[config.mk]
export PLATFORM = sky130hd
export DESIGN_NAME = addr_latch_mapper
export DESIGN_NICKNAME = d
export VERILOG_FILES = /design/src/rtl/addr_latch_mapper.sv
export SDC_FILE = /design/constraint.sdc
export NUM_CORES = 1
export LEC_CHECK = 0
export BUFFER_PORTS_ARGS = -buffer_cell sky130_fd_sc_hd__clkbuf_2
export CELL_PAD_IN_SITES_DETAIL_PLACEMENT = 1
export CELL_PAD_IN_SITES_GLOBAL_PLACEMENT = 2
export CORE_ASPECT_RATIO = 0.6
export CORE_MARGIN = 2
export CORE_UTILIZATION = 29
export DETAILED_ROUTE_END_ITERATION = 8
export PLACE_DENSITY = 0.94
export SYNTH_ARGS = -nofsm -noshare
export SYNTH_HDL_FRONTEND = slang
export SYNTH_SLANG_ARGS = --single-unit
[constraint.sdc]
create_clock -name clk -period 3.2 [get_ports clk]
set_input_delay 0.64 -clock clk [delete_from_list [all_inputs] [get_ports clk]]
set_output_delay 0.64 -clock clk [all_outputs]
set_load 0.01 [all_outputs]
[src/rtl/addr_latch_mapper.sv]
module addr_latch_mapper #(
  parameter int PRG_BANKS16 = 32,
  parameter int CHR_BANKS   = 64,
  parameter bit SINGLE_CHIP = 1'b0,
  parameter int PRG_AW      = $clog2(PRG_BANKS16) + 16,
  parameter int CHR_AW      = $clog2(CHR_BANKS) + 13
) (
  input  logic              clk,
  input  logic              rst_n,
  input  logic [15:0]       cpu_addr,
  input  logic [7:0]        cpu_wdata,
  input  logic              cpu_wr,
  input  logic              cpu_rd,
  output logic [7:0]        cpu_rdata,
  output logic              rd_valid,
  output logic [PRG_AW-1:0] prg_addr,
  output logic              prg_ce,
  output logic              open_bus,
  input  logic [13:0]       ppu_addr,
  output logic [CHR_AW-1:0] chr_addr,
  output logic              chr_sel,
  output logic              mirror_h
);
  localparam int PBW = $clog2(PRG_BANKS16);
  localparam int CBW = $clog2(CHR_BANKS);
  localparam int OFW = PBW + 14;

  logic [4:0] page;
  logic       mode16;
  logic [1:0] chip;
  logic [5:0] chr_bank;
  logic       mir;
  logic [3:0] nib [4];

  wire cfg_wr  = cpu_wr && cpu_addr[15];
  wire scr_hit = (cpu_addr >= 16'h4020) && (cpu_addr <= 16'h5FFF);
  wire prg_rd  = cpu_rd && cpu_addr[15];
  wire unused_ok = &{1'b0, cpu_wdata[7:4]};

  always_ff @(posedge clk or negedge rst_n) begin
    if (!rst_n) begin
      page <= '0; mode16 <= 1'b0; chip <= '0; chr_bank <= '0; mir <= 1'b0;
    end else if (cfg_wr) begin
      page     <= cpu_addr[10:6];
      mode16   <= cpu_addr[5];
      chip     <= cpu_addr[12:11];
      chr_bank <= {cpu_addr[3:0], cpu_wdata[1:0]};
      mir      <= cpu_addr[13];
    end
  end

  always_ff @(posedge clk or negedge rst_n) begin
    if (!rst_n) begin
      for (int i = 0; i < 4; i++) nib[i] <= '0;
    end else if (cpu_wr && scr_hit) begin
      nib[cpu_addr[1:0]] <= cpu_wdata[3:0];
    end
  end

  logic [1:0]     slot;
  logic [OFW-1:0] ofs;
  logic           missing;

  generate
    if (SINGLE_CHIP) begin : g_one
      assign slot    = 2'd0;
      assign missing = 1'b0;
      wire unused_chip = &{1'b0, chip};
    end else begin : g_three
      assign slot    = (chip == 2'd3) ? 2'd2 : {1'b0, chip[0]};
      assign missing = (chip == 2'd2);
    end
  endgenerate

  always_comb begin
    if (mode16) ofs = {page[PBW-1:0], cpu_addr[13:0]};
    else        ofs = {page[PBW-1:1], cpu_addr[14:0]};
  end

  assign prg_addr  = {slot, ofs};
  assign open_bus  = prg_rd && missing;
  assign prg_ce    = prg_rd && !missing;
  assign rd_valid  = (cpu_rd && scr_hit) || prg_ce;
  assign cpu_rdata = (cpu_rd && scr_hit) ? {4'b0, nib[cpu_addr[1:0]]} : 8'h00;
  assign chr_addr  = {chr_bank[CBW-1:0], ppu_addr[12:0]};
  assign chr_sel   = !ppu_addr[13];
  assign mirror_h  = mir;


  openbus_noce_chk: assert property (@(posedge clk) disable iff (!rst_n)
    open_bus |-> (!prg_ce && !rd_valid));

  cfg_hold_chk: assert property (@(posedge clk) disable iff (!rst_n)
    !(cpu_wr && cpu_addr[15]) |=> $stable(mirror_h));

  mirror_load_chk: assert property (@(posedge clk) disable iff (!rst_n)
    (cpu_wr && cpu_addr[15]) |=> (mirror_h == $past(cpu_addr[13])));

  nib_upper_chk: assert property (@(posedge clk) disable iff (!rst_n)
    (rd_valid && !prg_ce) |-> (cpu_rdata[7:4] == 4'h0));

  valid_rd_chk: assert property (@(posedge clk) disable iff (!rst_n)
    rd_valid |-> cpu_rd);
endmodule

==> out/summary.txt <==
Post-DP HPWL -> 2841 um
Top post-synthesis cells by area -> dfrtp_1 44%, mux2_2 20%, buf_4 15%, a2111oi_4 6.3%, mux4_2 5.1%
FF-to-FF setup slack -> 2.42 ns
Post-synth ARST share -> 100.0%
Crit path time final -> 2.657 ns
Remaining Overflow, GRT -> 0
Synth-to-layout area growth -> 12.87%
CTS max path bufs -> 2
Power density cells -> 513.9 nW/um^2
Hold_ws -> 0.4317 ns
Mapped cell area -> 1759 um^2
Final Hold Fails -> 0
Synth top area share -> 44.10%
CP Launch Type -> input port
RePlAce Congestion -> 0.6989
Starting density of the core -> 30.85%
Via count -> 1,066
Setup bufs post-CTS -> 0
Routed len/inst -> 14.96 um
Seq/Total Area, Yosys -> 44.10%
CTS tree -> yes
Number of synthesized flops with an enable pin -> 0
Leakage power -> 0.9209 nW
# fillers -> 632
Share of layout cells above drive strength 1 -> 65.85%
VDD IR max -> 0.1526 mV
CP Cell Sequence -> clkbuf_2 -> or3b_4 -> a211o_1 -> nor2b_1 -> clkbuf_2
Max Slew Vio Count -> 0
Multi-input gate area -> 709.4 um^2
Pre-CTS WS -> 0.5525 ns
Worst setup margin -> 0.5430 ns
Top cell type by total area after synthesis -> dfrtp_1
Via/cell ratio -> 4.369
CP peak stage delay -> 0.47 ns
Crit path kind -> in2out
Die area -> 6726 um^2
Predominant post-synthesis flop cell -> dfrtp_1
Max-Cap Viols -> 0
Crit-path most repeated cell -> clkbuf_2
NumNets Final -> 206
DIE HEIGHT -> 64.33 um
Yosys warnings -> 0
Unrepaired setup endpoints after global routing -> false
Most frequent cell after synthesis -> buf_4
Total wire length -> 3651 um
Fin Clk Skew -> 0 ns
Clock Pin Slew Worst Setup and Hold Paths -> 0.07 ns
Ant diodes -> 0
Worst skew pair latency -> 0.29 ns
Clk Tree Root Cell -> clkbuf_8
Final-report setup violation count -> 0
Register-to-Register Path Depth -> 1
Core area -> 5702 um^2
Reg2Reg Launch Point -> mode16
# DRC -> 0
DIE WIDTH -> 104.6 um
Flops & latches, synth -> 31
Bufs and invs on worst path -> 2
Worst EP arrival -> 2.02 ns
Count of unique library cells instantiated by Yosys -> 19
Register area -> 775.7 um^2
Setup TNS -> 0 ns
Worst relative slew slack -> 46.42%
Cell family with most CP delay -> simple AND/OR/NAND/NOR gates
CP max-delay cell -> or3b_4
FMAX -> 0.3764 GHz
Num Clock Sinks -> 31
Worst hold path class -> in2async
First-pass GRT wire length -> 5961 um
Number of placement rows -> 21
Number of global-route vias before repair -> 1,103
Critical Path RT -> 2.56 ns
Initial DRC count -> 18
Cts bufs inserted -> 5
1st-pass router iterations -> 3
CP Capture Type -> primary output
Post-CTS Hold Fix Bufs -> 0
Synth cell count leaders -> 35 x buf_4, 31 x dfrtp_1, 31 x mux2_2, 5 x nand2_1, 5 x nor2b_1
GRT Total Usage -> 11.80%
IO Count -> 95
Worst-Margin Slew -> 0.8036 ns
Worst-path fanout max -> 5
Avg Cell Area, Syn -> 13.33 um^2
R2R Path End -> mode16
Outcome -> complete, no violations
Fin crit share -> 83.03%
Syn Inst Count -> 132
H-tree Lvls -> 2
Final ANT Viol Nets -> 0
Largest net degree at the start of global routing -> 32
Initial antenna violation count -> 0
Post-CTS Resized -> 0
Port Buffers -> 58
-- worst max path at each step --
stage | start | endpoint | cells after the start
6_report | cpu_addr[15] | cpu_rdata[3] | 5
5_1_grt | cpu_addr[9] | cpu_rdata[2] | 5
4_1_cts | cpu_addr[9] | cpu_rdata[2] | 5
3_5_place_dp | cpu_addr[9] | cpu_rdata[3] | 5
3_3_place_gp | cpu_addr[9] | cpu_rdata[0] | 5
2_1_floorplan | cpu_addr[15] | cpu_rdata[0] | 3
-- final cells by class --
cell class	instances	area share, %
flip-flops and latches	31	39.07
multi-input cells	63	35.73
repair buffers	59	15.00
well taps	80	5.041
clock buffers	6	4.159
inverters	4	0.7561
clock inverters	1	0.2520
-- metal layers --
| layer | GRT usage (%) | vias up | part of all wire, % |
|---|---|---|---|
| met5 | 0 | - | 0 |
| met4 | 4.561 | 0 | 1.5 |
| met3 | 4.796 | 8 | 6.7 |
| met2 | 16.99 | 41 | 42 |
| met1 | 15.73 | 527 | 50 |
| li1 | - | 490 | - |
-- cells by family after synthesis --
| logic type | synth area share, % |
|---|---|
| other cells | 0.2132 |
| buf+inv | 16.22 |
| compound gates | 7.041 |
| simple gates | 7.468 |
| mux | 24.96 |
| flops | 44.10 |
-- stage by stage --
step / power (mW) / cells / util (%) / area (um^2)
after floorplan: 0.6665 / 135 / - / 1770
after global placement: 0.7113 / 237 / 33.29 / 1898
after detailed placement: 0.7226 / 237 / 33.29 / 1898
after CTS: 1.036 / 244 / 34.83 / 1986
after global routing: 1.075 / 244 / 34.83 / 1986
final: 1.020 / 244 / 34.83 / 1986
-- sequential cells by signal, indices dropped and copies added, names as in the netlist --
signal    cells
mode16        1
chr_bank      6
page          5
mirror_h      1
chip          2
nib          16
-- power by group --
part | internal (mW) | switching [mW] | total [mW]
clock | 0.168 | 0.142 | 0.310
combinational | 0.117 | 0.0992 | 0.216
sequential | 0.459 | 0.0348 | 0.494
-- placed cells by master (no fill, tap or decap) --
cell / netlist / layout
a2111oi_4: 4 / 4
a211o_1: 1 / 1
and2_1: 1 / 1
buf_4: 35 / 1
clkbuf_2: 0 / 58
clkbuf_8: 0 / 6
clkinv_2: 0 / 1
conb_1: 1 / 4
dfrtp_1: 31 / 31
inv_1: 4 / 4
mux2_2: 31 / 31
mux4_2: 4 / 4
nand2_1: 5 / 5
nand2b_1: 2 / 2
nand3_1: 1 / 1
nor2_1: 1 / 1
nor2b_1: 5 / 5
nor4_4: 2 / 2
o21ai_0: 1 / 1
or3b_4: 1 / 1
(Power assumes the default switching activity.)
